File: src/rtl/nrzi_tx_pkg.sv
package nrzi_tx_pkg;

  typedef enum logic [1:0] {
    TX_IDLE = 2'd0,
    TX_SYNC = 2'd1,
    TX_BODY = 2'd2,
    TX_TAIL = 2'd3
  } tx_phase_e;

endpackage

File: src/rtl/nrzi_run_counter.sv
module nrzi_run_counter #(
  parameter int RUN_LIMIT = 6,
  parameter int RUN_W     = $clog2(RUN_LIMIT + 1)
) (
  input  logic             clk,
  input  logic             rst_n,
  input  logic             clear,
  input  logic             coded_vld,
  input  logic             coded_bit,
  output logic [RUN_W-1:0] ones_run
);

  logic [RUN_W-1:0] run_q;

  // counts consecutive coded ones; any coded zero restarts the run
  always_ff @(posedge clk or negedge rst_n) begin
    if (!rst_n) begin
      run_q <= '0;
    end else if (clear) begin
      run_q <= '0;
    end else if (coded_vld) begin
      if (coded_bit) run_q <= run_q + RUN_W'(1);
      else           run_q <= '0;
    end
  end

  assign ones_run = run_q;

endmodule

File: src/rtl/nrzi_line_coder.sv
module nrzi_line_coder (
  input  logic clk,
  input  logic rst_n,
  input  logic park,
  input  logic coded_vld,
  input  logic coded_bit,
  output logic line_lvl,
  output logic line_drv
);

  logic lvl_q;
  logic drv_q;

  always_ff @(posedge clk or negedge rst_n) begin
    if (!rst_n) begin
      lvl_q <= 1'b1;
      drv_q <= 1'b0;
    end else if (park) begin
      // J level, undriven; also the starting point of the next packet
      lvl_q <= 1'b1;
      drv_q <= 1'b0;
    end else if (coded_vld) begin
      lvl_q <= coded_bit ? lvl_q : ~lvl_q;
      drv_q <= 1'b1;
    end
  end

  assign line_lvl = lvl_q;
  assign line_drv = drv_q;

endmodule

File: src/rtl/nrzi_tx_ctrl.sv
module nrzi_tx_ctrl
  import nrzi_tx_pkg::*;
#(
  parameter int RUN_LIMIT = 6,
  parameter int SYNC_LEN  = 8,
  parameter int RUN_W     = $clog2(RUN_LIMIT + 1)
) (
  input  logic             clk,
  input  logic             rst_n,
  input  logic             src_valid,
  input  logic             src_bit,
  input  logic             src_sop,
  input  logic             src_eop,
  input  logic [RUN_W-1:0] ones_run,
  output logic             src_ready,
  output logic             coded_vld,
  output logic             coded_bit,
  output logic             park
);

  localparam int IDX_W = (SYNC_LEN > 1) ? $clog2(SYNC_LEN) : 1;
  localparam logic [IDX_W-1:0] SYNC_LAST = IDX_W'(SYNC_LEN - 1);
  localparam logic [RUN_W-1:0] RUN_FULL  = RUN_W'(RUN_LIMIT);
  localparam logic [RUN_W-1:0] RUN_NEAR  = RUN_W'(RUN_LIMIT - 1);

  tx_phase_e        phase_q, phase_d;
  logic [IDX_W-1:0] idx_q, idx_d;
  logic             stuff_due;

  assign stuff_due = (ones_run == RUN_FULL);

  always_comb begin
    phase_d   = phase_q;
    idx_d     = idx_q;
    src_ready = 1'b0;
    coded_vld = 1'b0;
    coded_bit = 1'b0;
    park      = 1'b0;
    unique case (phase_q)
      TX_IDLE: begin
        park  = 1'b1;
        idx_d = '0;
        if (src_valid && src_sop) phase_d = TX_SYNC;
      end
      TX_SYNC: begin
        coded_vld = 1'b1;
        coded_bit = (idx_q == SYNC_LAST);
        if (idx_q == SYNC_LAST) phase_d = TX_BODY;
        else                    idx_d   = idx_q + IDX_W'(1);
      end
      TX_BODY: begin
        if (stuff_due) begin
          coded_vld = 1'b1;
        end else begin
          src_ready = 1'b1;
          if (src_valid) begin
            coded_vld = 1'b1;
            coded_bit = src_bit;
            if (src_eop)
              phase_d = (src_bit && ones_run == RUN_NEAR) ? TX_TAIL : TX_IDLE;
          end
        end
      end
      TX_TAIL: begin
        coded_vld = 1'b1;
        phase_d   = TX_IDLE;
      end
      default: phase_d = TX_IDLE;
    endcase
  end

  always_ff @(posedge clk or negedge rst_n) begin
    if (!rst_n) begin
      phase_q <= TX_IDLE;
      idx_q   <= '0;
    end else begin
      phase_q <= phase_d;
      idx_q   <= idx_d;
    end
  end

endmodule

File: src/rtl/nrzi_stuff_tx.sv
module nrzi_stuff_tx #(
  parameter int RUN_LIMIT = 6,
  parameter int SYNC_LEN  = 8
) (
  input  logic clk,
  input  logic rst_n,
  input  logic src_valid,
  output logic src_ready,
  input  logic src_bit,
  input  logic src_sop,
  input  logic src_eop,
  output logic line_lvl,
  output logic line_drv
);

  localparam int RUN_W = $clog2(RUN_LIMIT + 1);

  logic             coded_vld;
  logic             coded_bit;
  logic             park;
  logic [RUN_W-1:0] ones_run;

  nrzi_tx_ctrl #(
    .RUN_LIMIT(RUN_LIMIT),
    .SYNC_LEN (SYNC_LEN),
    .RUN_W    (RUN_W)
  ) ctrl_i (
    .clk      (clk),
    .rst_n    (rst_n),
    .src_valid(src_valid),
    .src_bit  (src_bit),
    .src_sop  (src_sop),
    .src_eop  (src_eop),
    .ones_run (ones_run),
    .src_ready(src_ready),
    .coded_vld(coded_vld),
    .coded_bit(coded_bit),
    .park     (park)
  );

  nrzi_run_counter #(
    .RUN_LIMIT(RUN_LIMIT),
    .RUN_W    (RUN_W)
  ) run_i (
    .clk      (clk),
    .rst_n    (rst_n),
    .clear    (park),
    .coded_vld(coded_vld),
    .coded_bit(coded_bit),
    .ones_run (ones_run)
  );

  nrzi_line_coder coder_i (
    .clk      (clk),
    .rst_n    (rst_n),
    .park     (park),
    .coded_vld(coded_vld),
    .coded_bit(coded_bit),
    .line_lvl (line_lvl),
    .line_drv (line_drv)
  );

  assert_run_bounded_R4: assert property (@(posedge clk) disable iff (!rst_n)
    ones_run <= RUN_W'(RUN_LIMIT));

  assert_stuff_follows_R4: assert property (@(posedge clk) disable iff (!rst_n)
    (ones_run == RUN_W'(RUN_LIMIT)) |=> (ones_run == '0));

  assert_stall_on_stuff_R5: assert property (@(posedge clk) disable iff (!rst_n)
    (ones_run == RUN_W'(RUN_LIMIT)) |-> !src_ready);

  assert_zero_flips_R3: assert property (@(posedge clk) disable iff (!rst_n)
    (coded_vld && !coded_bit) |=> (line_lvl != $past(line_lvl)));

  assert_one_holds_R3: assert property (@(posedge clk) disable iff (!rst_n)
    (coded_vld && coded_bit) |=> $stable(line_lvl));

  assert_idle_level_R7: assert property (@(posedge clk) disable iff (!rst_n)
    !line_drv |-> line_lvl);

endmodule

File: config.mk
export PLATFORM = sky130hd
export DESIGN_NAME = nrzi_stuff_tx
export DESIGN_NICKNAME = d
export VERILOG_FILES = /design/src/rtl/nrzi_tx_pkg.sv /design/src/rtl/nrzi_run_counter.sv /design/src/rtl/nrzi_line_coder.sv /design/src/rtl/nrzi_tx_ctrl.sv /design/src/rtl/nrzi_stuff_tx.sv
export SDC_FILE = /design/constraint.sdc
export NUM_CORES = 1
export LEC_CHECK = 0
export CAP_MARGIN = 20
export CORE_AREA = 10 10 47 49
export DETAILED_ROUTE_END_ITERATION = 6
export DIE_AREA = 0 0 57 59
export DONT_BUFFER_PORTS = 1
export SKIP_LAST_GASP = 1
export SLEW_MARGIN = 10
export SYNTH_ARGS = -nofsm -noshare
export SYNTH_HDL_FRONTEND = slang
export SYNTH_HIERARCHICAL = 1
export SYNTH_SLANG_ARGS = --single-unit
export TNS_END_PERCENT = 30
File: constraint.sdc
create_clock -name clk -period 2.3 [get_ports clk]
set_input_delay 0.575 -clock clk [delete_from_list [all_inputs] [get_ports clk]]
set_output_delay 0.575 -clock clk [all_outputs]
set_load 0.05 [all_outputs]
==> metrics.md, run 1 <==
| Metric | Value |
|---|---|
| Status | completed |
| DRC violations left | 0 |
| CTS tree | yes |
| Worst-path clk slew | around 0.07 ns |
| Vias | roughly 470 |
| Finish-stage setup viols | 0 |
| # resized after CTS | 0 |
| Cell Rows | 14 |
| Total CTS buffers | 3 |
| IO buf count | 0 |
| Total Wirelength | 1230 microns |
| Crit path max fanout | 7 |
| Setup CP Type | flip-flop to output port |
| Initial antenna violation count | 0 |
| Clock power share | 0.133 |
| Layout cell share with drive strength beyond 1 | 0.159 |
| Die area | 3360 sq um |
| Grt ovf | 0 |
| Avg Cell Area, Syn | between 10 and 15 sq um |
| Vias in the first global route | 444 |
| IO Pins | 9 |
| Final ANT Viol Nets | 0 |
| Top sig layer | met4 |
| Net Sw Frac | 0.462 |
| Slew Viols, Final | 0 |
| Ant diodes | 0 |
| Critical Path AT | approximately 1.6 ns |
| Sequential share of the synthesized area | 0.390 |
| M1 wire length | approximately 580 microns |
| Setup WS post-layout | roughly 0.18 ns |
| Final #Nets | between 80 and 90 |
| Cell-internal power | ~520 uW |
| Routed length on met3 | 97 microns |
| Slowest stage cell, crit path | and2_1 |
| Clock Tree Root | clkbuf_4 |
| Place WS | between 0.4 and 0.5 ns |
| Startpoint types | flip-flop |
| Unrepaired setup endpoints after global routing | no |
| Top Family by Delay on Critical Path | simple AND/OR/NAND/NOR gates |
| Syn. warnings | 6 |
| CP cell instances | inv_1, ha_1, and2_1 |
| Worst Skew | about 0.0093 ns |
| Period utilisation layout | 0.923 |
| Synth Register Bits | 10 |
| DPL Wire Length | just over 900 microns |
| Synth Cell Area | between 600 and 700 sq um |
| P&R area growth vs syn | 8.72% |
| Syn Nets | between 70 and 80 |
| Die Ht | between 50 and 60 microns |
| Highest clock rate | 0.471 GHz |
| Logic gate share of total power | 0.497 |
| Crit end category | output port |
| First-pass GRT wire length | 2010 microns |
| Clock latency on the worst-skew pair | 0.26 ns |
| Synth cell types | 25 |
| Largest net degree at the start of global routing | 11 |
| Initial Utilization | 0.461 |
| Routability cong. | between 0.7 and 0.8 |
| Crit path buf inv count | 1 |
| Avg WL per Cell | between 10 and 15 microns |
| PwrDens | roughly 1400 nW/um^2 |
| Iter 0 DRT Violations | 9 |
| Sequential power share | 0.371 |
| Core box area | ~1400 sq um |
| WHS | approximately 0.16 ns |
| Met2 wire length | 536 microns |
| Placed cell count | 80 |
| Min cycle time layout | ~2.1 ns |
| Worst Path Required | between 1.5 and 2 ns |
| Finished Layout Cells | between 80 and 90 |
| Post-route setup TNS | 0 ns |
| Endpoints failing hold | 0 |
| Slew Limit Headroom | 0.659 |
| Static Leak | approximately 0.33 nW |
| DR pass1 iterations | 3 |
| Clk buf depth | 2 |
| Worst path max stage delay | roughly 0.48 ns |
| NetSw | around 450 uW |
| Mapped Cells | 64 |
| Max VDD drop | between 500 and 600 uV |
| Layout fillers | 137 |
| H-tree Lvls | 1 |
| Worst hold path type | input port to async pin |
| MaxCap Viol Count | 0 |
| Clk sinks | 10 |
| Vias per inst | roughly 5.6 |
| Chip width | 57 microns |
| Least-Margin Pin Slew | approximately 0.51 ns |
| Gr usage total | 0.0764 |
==> metrics by stage <==
step / util / total power [mW] / instance area (sq um)
global route: 0.501 / 1.06 / 702
floorplan: - / 0.758 / 646
finish: 0.501 / 0.970 / 702
detailed placement: 0.475 / 0.841 / 666
global placement: 0.475 / 0.836 / 666
CTS: 0.501 / 0.981 / 702
==> layout make-up <==
cell class | instances | area [sq um] | area share
tap | 16 | 20.0 | 0.0285
multi-input combinational | 51 | 383 | 0.545
clock buffer | 4 | 26.3 | 0.0374
timing repair buffer | 1 | 10.0 | 0.0143
sequential | 10 | 251 | 0.358
inverter | 3 | 11.3 | 0.0160
==> flip-flops by register name (all words and copies together) (netlist names) <==
signal / count
run_i/ones_run: 3
coder_i/line_drv: 1
ctrl_i/idx_q: 3
ctrl_i/phase_q: 2
coder_i/line_lvl: 1
==> cells by family after synthesis <==
| group | after synthesis | synth area share |
|---|---|---|
| simple gates | 24 | 0.235 |
| compound gates | 17 | 0.174 |
| flops | 10 | 0.390 |
| fa+ha+maj | 7 | 0.136 |
| buf+inv | 3 | 0.0174 |
| mux | 2 | 0.0349 |
| xor+xnor | 1 | 0.0136 |
==> per-layer routing <==
metal / GRT usage / vias to the layer above
met5: 0 / -
met4: 0.0503 / 0
met3: 0.0386 / 2
met2: 0.102 / 8
met1: 0.0928 / 219
li1: - / 245
==> power by group through the flow <==
stage / Combinational [mW] / Sequential (mW) / Clock (mW)
finish: 0.482 / 0.360 / 0.129
floorplan: 0.406 / 0.352 / 0
detailed placement: 0.475 / 0.366 / 0
CTS: 0.485 / 0.361 / 0.135
global placement: 0.472 / 0.364 / 0
global route: 0.546 / 0.369 / 0.144
==> cell usage in the layout (no fill, tap or decap) <==
cell type,n
and4b_1,1
nor4bb_1,1
xnor2_1,1
dfstp_2,1
nor2_1,8
nand4b_1,1
nor2b_1,2
nand3_1,1
and2_1,1
mux2_2,2
nor4_4,1
inv_1,3
nand3b_1,1
dlygate4sd3_1,1
a211oi_1,1
clkbuf_4,3
and3b_2,1
nand2b_1,2
o21ai_1,1
ha_1,7
a31oi_1,2
nand4_1,1
a22o_2,3
a21boi_0,3
nand2_1,3
dfrtp_1,9
clkbuf_1,1
a21oi_1,7
==> synth_stat cells (all sizes together) <==
cell type,number,share of area
xnor2,1,0.014
dfstp,1,0.041
a21boi,3,0.035
and4b,1,0.016
dfrtp,9,0.35
mux2,2,0.035
a22o,3,0.047
nor4,1,0.033
a31oi,2,0.019
nor2b,2,0.019
nor2,8,0.047
a21oi,7,0.054
ha,7,0.14
o21ai,1,0.0077
nand2b,2,0.019
nand4,1,0.0097
nand2,3,0.017
a211oi,1,0.012
nor4bb,1,0.016
inv,3,0.017
nand4b,1,0.014
nand3,1,0.0077
and3b,1,0.016
nand3b,1,0.012
and2,1,0.0097
==> worst paths after layout <==
| check | from | endpoint | slack [ns] | cells after the start |
|---|---|---|---|---|
| min in group clk | ctrl_i/idx_q[1]$_DFFE_PN0P_ | ctrl_i/idx_q[1]$_DFFE_PN0P_ | 0.54 | 1 |
| min reg2reg | ctrl_i/idx_q[1]$_DFFE_PN0P_ | ctrl_i/idx_q[1]$_DFFE_PN0P_ | 0.54 | 1 |
| min | rst_n | coder_i/line_lvl$_DFFE_PN1P_ | 0.16 | 0 |
| max in group asynchronous | rst_n | run_i/ones_run[1]$_DFFE_PN0P_ | 1.31 | 1 |
| max | ctrl_i/phase_q[0]$_DFFE_PN0P_ | src_ready | 0.18 | 3 |
| max reg2reg | ctrl_i/phase_q[0]$_DFFE_PN0P_ | run_i/ones_run[2]$_DFFE_PN0P_ | 0.44 | 7 |
==> repair_timing <==
action,4_1_cts,5_1_grt
hold buffers,1,0
setup buffers,0,0
endpoints found under the hold margin,9,0
Power figures use the tool's default switching activity.
==> run 2: changes to the inputs <==
--- a/config.mk
+++ b/config.mk
@@ -5,6 +5,7 @@
 export SDC_FILE = /design/constraint.sdc
 export NUM_CORES = 1
 export LEC_CHECK = 0
+export ABC_AREA = 1
 export CAP_MARGIN = 20
 export CORE_AREA = 10 10 47 49
 export DETAILED_ROUTE_END_ITERATION = 6
==> run 2 against run 1 <==
  * Largest cell class unchanged
  * Combinational power is 21% lower
  * Largest power group unchanged
  * Setup slack better by 0.097 ns
  * First-iteration DRC count is 110% higher
==> metrics.md, run 2 <==
| Metric | Value |
|---|---|
| Top sig layer | met4 |
| Most frequent cell after synthesis | nand2_1 |
| Highest-count cells in the layout ignoring fill and taps | nand2_1 (33), inv_1 (15), nand3_1 (10), dfrtp_1 (9), ha_1 (7) |
| Clock power share | 0.190 (+0.057) |
| XOR/XNOR Fraction of Synth Area | 0 (-0.0136) |
| Total CTS buffers | 3 (unchanged) |
| Status | completed |
| Sequential share of the synthesized area | 0.379 (-0.0103) |
| Post-route setup TNS | 0 ns (unchanged) |
| Placed cell count | 110 (+38%) |
| Slew Limit Headroom | 0.676 (+0.0169) |
| Vias | 577 (+22%) |
| P&R area growth vs syn | 11.1% |
| Die Ht | 59 microns (unchanged) |
| Iter 0 DRT Violations | 19 (+10) |
| Finish-stage setup viols | 0 (unchanged) |
| Synth Register Bits | 10 (unchanged) |
| Vias per inst | 5.02 (-10%) |
| PwrDens | 1150 nW/um^2 (-17%) |
| Sequential power share | 0.362 (-0.009) |
| Worst Path Required | 1.73 ns (about the same) |
| Largest regs | ctrl_i/idx_q x3, run_i/ones_run x3, ctrl_i/phase_q x2 |
| Worst Setup SP | ctrl_i/phase_q[0]$_DFFE_PN0P_ |
| Reg area | 251 sq um (unchanged) |
| Top cells by area, synth | dfrtp_1 (34%), nand2_1 (19%), ha_1 (13%) |
| Post-synth top flop | dfrtp_1 |
| Gr usage total | 0.0742 (-0.00221) |
| Routability cong. | 0.808 (+15%) |
| NetSw | 391 uW (-13%) |
| Unrepaired setup endpoints after global routing | no |
| Final #Nets | 113 (+36%) |
| Syn Nets | 106 (+38%) |
| Worst Skew | 0.00132 ns (-0.00794 ns) |
| # resized after CTS | 0 (unchanged) |
| Synth cell types | 16 (-36%) |
| Max VDD drop | 527 uV (-12%) |
| Crit path max fanout | 5 (-2) |
| H-tree Lvls | 1 (unchanged) |
| Asr flop ratio synth | 1.00 (unchanged) |
| CTS tree | yes |
| Die area | 3360 sq um (unchanged) |
| # hold bufs at CTS | 1 (unchanged) |
| Number of synthesized flops with an enable pin | 0 (unchanged) |
| Syn. warnings | 6 (unchanged) |
| Vias in the first global route | 463 (+4.3%) |
| Post-synthesis compound-gate area fraction | 0.0736 (-0.101) |
| Worst-path clk slew | 0.07 ns (about the same) |
| Worst R2R Start | ctrl_i/phase_q[1]$_DFFE_PN0P_ |
| Main combinational cell family by area after synthesis | simple AND/OR/NAND/NOR gates |
| Highest clock rate | 0.494 GHz (+4.8%) |
| Post-synthesis simple-gate area fraction | 0.319 (+0.0844) |
| Yosys top cell area share | 0.340 (-0.00921) |
| Clock latency on the worst-skew pair | 0.27 ns (about the same) |
| Largest net degree at the start of global routing | 10 (-1) |
| Most common cell after layout, fill and taps aside | nand2_1 |
| Worst hold path type | input port to async pin |
| Period utilisation layout | 0.880 (-0.0422) |
| MaxCap Viol Count | 0 (unchanged) |
| Clk sinks | 10 (unchanged) |
| Post-synthesis adder-cell area fraction | 0.132 (-0.00358) |
| Ant diodes | 0 (unchanged) |
| Mapped Cells | 93 (+45%) |
| Area of the multi-input gates | 348 sq um (-9.2%) |
| Avg WL per Cell | 11.4 microns (-21%) |
| Layout cell share with drive strength beyond 1 | 0.101 (-0.0584) |
| Core box area | 1400 sq um (unchanged) |
| Startpoint types | flip-flop |
| Avg Cell Area, Syn | 7.13 sq um (-29%) |
| Largest area contributor in the netlist | dfrtp_1 |
| Mux cell area share after synthesis | 0 (-0.0349) |
| Clk buf depth | 2 (unchanged) |
| Total Wirelength | 1310 microns (+6.8%) |
| Setup Buffers After CTS | 0 (unchanged) |
| Logic gate share of total power | 0.448 (-0.049) |
| Static Leak | 0.412 nW (+27%) |
| Final ANT Viol Nets | 0 (unchanged) |
| Synth Cell Area | 663 sq um (+2.7%) |
| Setup CP Type | flip-flop to output port |
| Clock Tree Root | clkbuf_4 |
| Slew Viols, Final | 0 (unchanged) |
| DPL Wire Length | 1030 microns (+14%) |
| Endpoints failing hold | 0 (unchanged) |
| Layout fillers | 148 (+8.0%) |
| Chip width | 57 microns (unchanged) |
| M1 wire length | 612 microns (+5.7%) |
| Net Sw Frac | 0.463 (+0.00110) |
| IO buf count | 0 (unchanged) |
| Initial Utilization | 0.473 (+0.0125) |
| Cell-internal power | 454 uW (-13%) |
| First-pass GRT wire length | 1930 microns (-4.1%) |
| Met2 wire length | 528 microns (-1.5%) |
| Finished Layout Cells | 115 (+35%) |
| Grt ovf | 0 (unchanged) |
| Crit end category | output port |
| IO Pins | 9 (unchanged) |
| Commonest cells in the netlist | nand2_1 (33), inv_1 (15), nand3_1 (10) |
| Cell Rows | 14 (unchanged) |
| Critical Path AT | 1.45 ns (-0.10 ns) |
| Initial antenna violation count | 0 (unchanged) |
| Routed length on met3 | 136 microns (+40%) |
| Min cycle time layout | 2.02 ns (-0.0971 ns) |
| DR pass1 iterations | 4 (+1) |
| Least-Margin Pin Slew | 0.486 ns (-0.0208 ns) |
| DRC violations left | 0 (unchanged) |
[run 2: changes by cell type after synthesis, moves of 4 or more]
cell / before / now
nand3_1: 1 / 10
nand2_1: 3 / 33
nor2_1: 8 / 4
a21oi_1: 7 / 2
inv_1: 3 / 15
[run 2: final cells by class]
cell class,count,area share
Clock buffer,4,0.0492
Inverter,17,0.0866
Sequential cell,10,0.341
Tap cell,16,0.0272
Multi-Input combinational cell,66,0.472
Timing Repair Buffer,2,0.0238
[run 2: critical path: stages, from the launching register on]
cell	delay, ns
dfrtp_1	0.42
inv_1	0.10
ha_1	0.25
inv_2	0.06
a31oi_1	0.13
buf_4	0.22
[run 2: per-stage QoR]
stage / cell area [sq um] / setup slack (ns) / util / hold slack, ns / total power [mW]
global route: 737 / 0.163 / 0.526 / 0.134 / 0.919
finish: 737 / 0.275 / 0.526 / 0.141 / 0.846
global placement: 691 / 0.590 / 0.493 / 0.280 / 0.681
CTS: 737 / 0.271 / 0.526 / 0.136 / 0.854
detailed placement: 691 / 0.568 / 0.493 / 0.280 / 0.686
floorplan: 663 / 0.160 / - / 0.279 / 0.605
[run 2: final timing paths]
check                           slack (ns)                       endpoint  depth (start not counted)
worst max-delay path                  0.28                      src_ready                          5
worst min-delay path                  0.14   coder_i/line_lvl$_DFFE_PN1P_                          0
worst max register to register        0.55  run_i/ones_run[2]$_DFFE_PN0P_                          9
worst min register to register        0.48    ctrl_i/idx_q[1]$_DFFE_PN0P_                          2
max in group asynchronous             1.30  ctrl_i/phase_q[0]$_DFFE_PN0P_                          1
min in group clk                      0.48    ctrl_i/idx_q[1]$_DFFE_PN0P_                          2
[run 2: cell families (layout without fill, tap and decap cells)]
logic type,after synthesis,count (layout)
flip-flops,10,10
buffers and inverters,17,23
AND/OR/NAND/NOR,50,50
AO/OA/AOI/OAI,9,9
adder cells (fa/ha/maj),7,7
[run 2: routing by layer]
layer,up-vias,GRT usage
met5,-,0
met4,0,0.0503
met3,5,0.0451
met2,11,0.104
met1,257,0.0817
li1,304,-
[run 2: power by group through the flow]
| stage | Combinational, mW | Sequential [mW] | Clock, mW |
|---|---|---|---|
| CTS | 0.382 | 0.307 | 0.165 |
| finish | 0.379 | 0.306 | 0.161 |
| floorplan | 0.305 | 0.301 | 0 |
| global route | 0.435 | 0.314 | 0.170 |
| detailed placement | 0.376 | 0.310 | 0 |
| global placement | 0.371 | 0.309 | 0 |
==> run 3: changes to the inputs <==
--- a/config.mk
+++ b/config.mk
@@ -11,6 +11,7 @@
 export DETAILED_ROUTE_END_ITERATION = 6
 export DIE_AREA = 0 0 57 59
 export DONT_BUFFER_PORTS = 1
+export PLACE_DENSITY_LB_ADDON = 0.25
 export SKIP_LAST_GASP = 1
 export SLEW_MARGIN = 10
 export SYNTH_ARGS = -nofsm -noshare
==> run 3 against run 2 <==
  * Register-to-register slack improved by 0.02 ns
  * Non-clock buffer count unchanged
  * Cell count unchanged
  * Die area unchanged
  * Total power decreased by 4.4%
  * Combinational power decreased by 1%
  * Via count decreased by 2.9%
  * Sequential share of layout area increased by 0.47 points
  * First-iteration DRC count decreased by 26%
  * Clock skew decreased by 0.00070 ns
  * Clock power decreased by 20%
  * Highest routed layer is now met3
==> metrics.md, run 3 (synthesized netlist as in run 2, its figures left out) <==
| Metric | Value |
|---|---|
| Worst-path clk slew | 0.07 ns (about the same) |
| Highest-count cells in the layout ignoring fill and taps | nand2_1 (33), inv_1 (15), nand3_1 (10), dfrtp_1 (9), ha_1 (7) |
| Iter 0 DRT Violations | 14 (-5) |
| Least-Margin Pin Slew | 0.475 ns (-0.0113 ns) |
| Clk buf depth | 2 (unchanged) |
| PwrDens | 1110 nW/um^2 (-3.1%) |
| Final ANT Viol Nets | 0 (unchanged) |
| Unrepaired setup endpoints after global routing | no |
| Largest net degree at the start of global routing | 10 (unchanged) |
| Max VDD drop | 595 uV (+13%) |
| Total CTS buffers | 3 (unchanged) |
| Clock Tree Root | clkbuf_4 |
| Setup CP Type | flip-flop to output port |
| Highest clock rate | 0.499 GHz (+0.98%) |
| H-tree Lvls | 1 (unchanged) |
| Vias in the first global route | 535 (+16%) |
| Routability cong. | 0.799 (-1.0%) |
| Min cycle time layout | 2.00 ns (-0.0197 ns) |
| Gr usage total | 0.0820 (+0.00782) |
| Critical Path AT | 1.43 ns (-0.02 ns) |
| Ant diodes | 0 (unchanged) |
| Endpoints failing hold | 0 (unchanged) |
| Vias | 560 (-2.9%) |
| First-pass GRT wire length | 2260 microns (+17%) |
| Post-route setup TNS | 0 ns (unchanged) |
| CTS tree | yes |
| Cells on worst reg2reg path | 9 (unchanged) |
| Chip width | 57 microns (unchanged) |
| Slew Viols, Final | 0 (unchanged) |
| Core box area | 1400 sq um (unchanged) |
| Worst hold path type | input port to async pin |
| Total Wirelength | 1260 microns (-3.9%) |
| Crit path max fanout | 5 (unchanged) |
| MaxCap Viol Count | 0 (unchanged) |
| Status | completed |
| Initial antenna violation count | 0 (unchanged) |
| Slew Limit Headroom | 0.683 (+0.00754) |
| IO Pins | 9 (unchanged) |
| Most common cell after layout, fill and taps aside | nand2_1 |
| Clock latency on the worst-skew pair | 0.26 ns (about the same) |
| Crit end category | output port |
| Finish-stage setup viols | 0 (unchanged) |
| Avg WL per Cell | 11.0 microns (-3.9%) |
| Fin util | 0.519 (-0.00714) |
| Largest regs | ctrl_i/idx_q x3, run_i/ones_run x3, ctrl_i/phase_q x2 |
| Cell Rows | 14 (unchanged) |
| Static Leak | 0.406 nW (-1.5%) |
| Worst Path Required | 1.73 ns (about the same) |
| Worst Skew | 0.000626 ns (-0.000696 ns) |
| Vias per inst | 4.87 (-2.9%) |
| P&R area growth vs syn | 9.62% |
| Final #Nets | 113 (unchanged) |
| DR pass1 iterations | 4 (unchanged) |
| Layout cell share with drive strength beyond 1 | 0.0909 (-0.0101) |
| Initial Utilization | 0.473 (unchanged) |
| IO buf count | 0 (unchanged) |
| Worst R2R Start | ctrl_i/phase_q[1]$_DFFE_PN0P_ |
| Startpoint types | flip-flop |
| Clk sinks | 10 (unchanged) |
| Die Ht | 59 microns (unchanged) |
| Reg-to-reg endpoint | run_i/ones_run[2]$_DFFE_PN0P_ |
| Period utilisation layout | 0.872 (-0.00859) |
| Die area | 3360 sq um (unchanged) |
| # resized after CTS | 0 (unchanged) |
| Grt ovf | 0 (unchanged) |
| DPL Wire Length | 971 microns (-6.1%) |
| R2R Setup Slk | 0.57 ns (+0.02 ns) |
| DRC violations left | 0 (unchanged) |
| Worst Setup SP | ctrl_i/phase_q[0]$_DFFE_PN0P_ |
| Setup crit end | src_ready |
-- run 3: changes by cell type in the layout (fill, tap and decap cells not counted) --
cell | previous run | this run
clkbuf_1 | 0 | 1
clkbuf_8 | 1 | 0
-- run 3: layout make-up --
cell class | count | area [sq um]
timing repair buffer | 2 | 17.5
tap | 16 | 20.0
fill | 148 | 674
clock buffer | 4 | 26.3
sequential | 10 | 251
inverter | 17 | 63.8
multi-input combinational | 66 | 348
-- run 3: per-layer routing --
metal / up-vias / share of wire / GRT usage
met5: - / 0 / 0
met2: 10 / 0.42 / 0.115
met4: 0 / 0 / 0.0403
li1: 303 / - / -
met3: 0 / 0.084 / 0.0408
met1: 247 / 0.49 / 0.101
-- run 3: metrics by stage --
| stage | hold slack (ns) | instances | cell area, sq um | power (mW) | setup WS (ns) |
|---|---|---|---|---|---|
| floorplan | 0.279 | 93 | 663 | 0.605 | 0.160 |
| global placement | 0.280 | 110 | 691 | 0.677 | 0.600 |
| detailed placement | 0.280 | 110 | 691 | 0.683 | 0.573 |
| CTS | 0.142 | 115 | 727 | 0.821 | 0.274 |
| global route | 0.134 | 115 | 727 | 0.902 | 0.183 |
| finish | 0.148 | 115 | 727 | 0.809 | 0.295 |
-- run 3: worst min-delay path by stage --
| stage | cells after the start | endpoint | slack, ns | startpoint |
|---|---|---|---|---|
| 2_1_floorplan | 0 | coder_i/line_drv$_DFFE_PN0P_ | 0.28 | rst_n |
| 5_1_grt | 0 | coder_i/line_lvl$_DFFE_PN1P_ | 0.13 | rst_n |
| 4_1_cts | 0 | coder_i/line_lvl$_DFFE_PN1P_ | 0.14 | rst_n |
| 6_report | 0 | coder_i/line_lvl$_DFFE_PN1P_ | 0.15 | rst_n |
| 3_3_place_gp | 0 | run_i/ones_run[1]$_DFFE_PN0P_ | 0.28 | rst_n |
| 3_5_place_dp | 0 | run_i/ones_run[1]$_DFFE_PN0P_ | 0.28 | rst_n |
-- run 3: repair_timing --
action | in CTS | in global routing
endpoints found under the hold margin | 9 | 0
setup buffers | 0 | 0
hold buffers | 1 | 0
-- run 3: critical path, stage by stage, from the launching register on --
cell and delay [ns]:
dfrtp_1 0.42, inv_1 0.09, ha_1 0.24, inv_2 0.06, a31oi_1 0.14, buf_4 0.22
-- run 3: power by group --
| group | switching (mW) | internal (mW) | total, mW |
|---|---|---|---|
| clock network | 0.0616 | 0.0670 | 0.129 |
| registers | 0.0785 | 0.228 | 0.306 |
| logic | 0.244 | 0.130 | 0.374 |
| total | 0.384 | 0.425 | 0.809 |
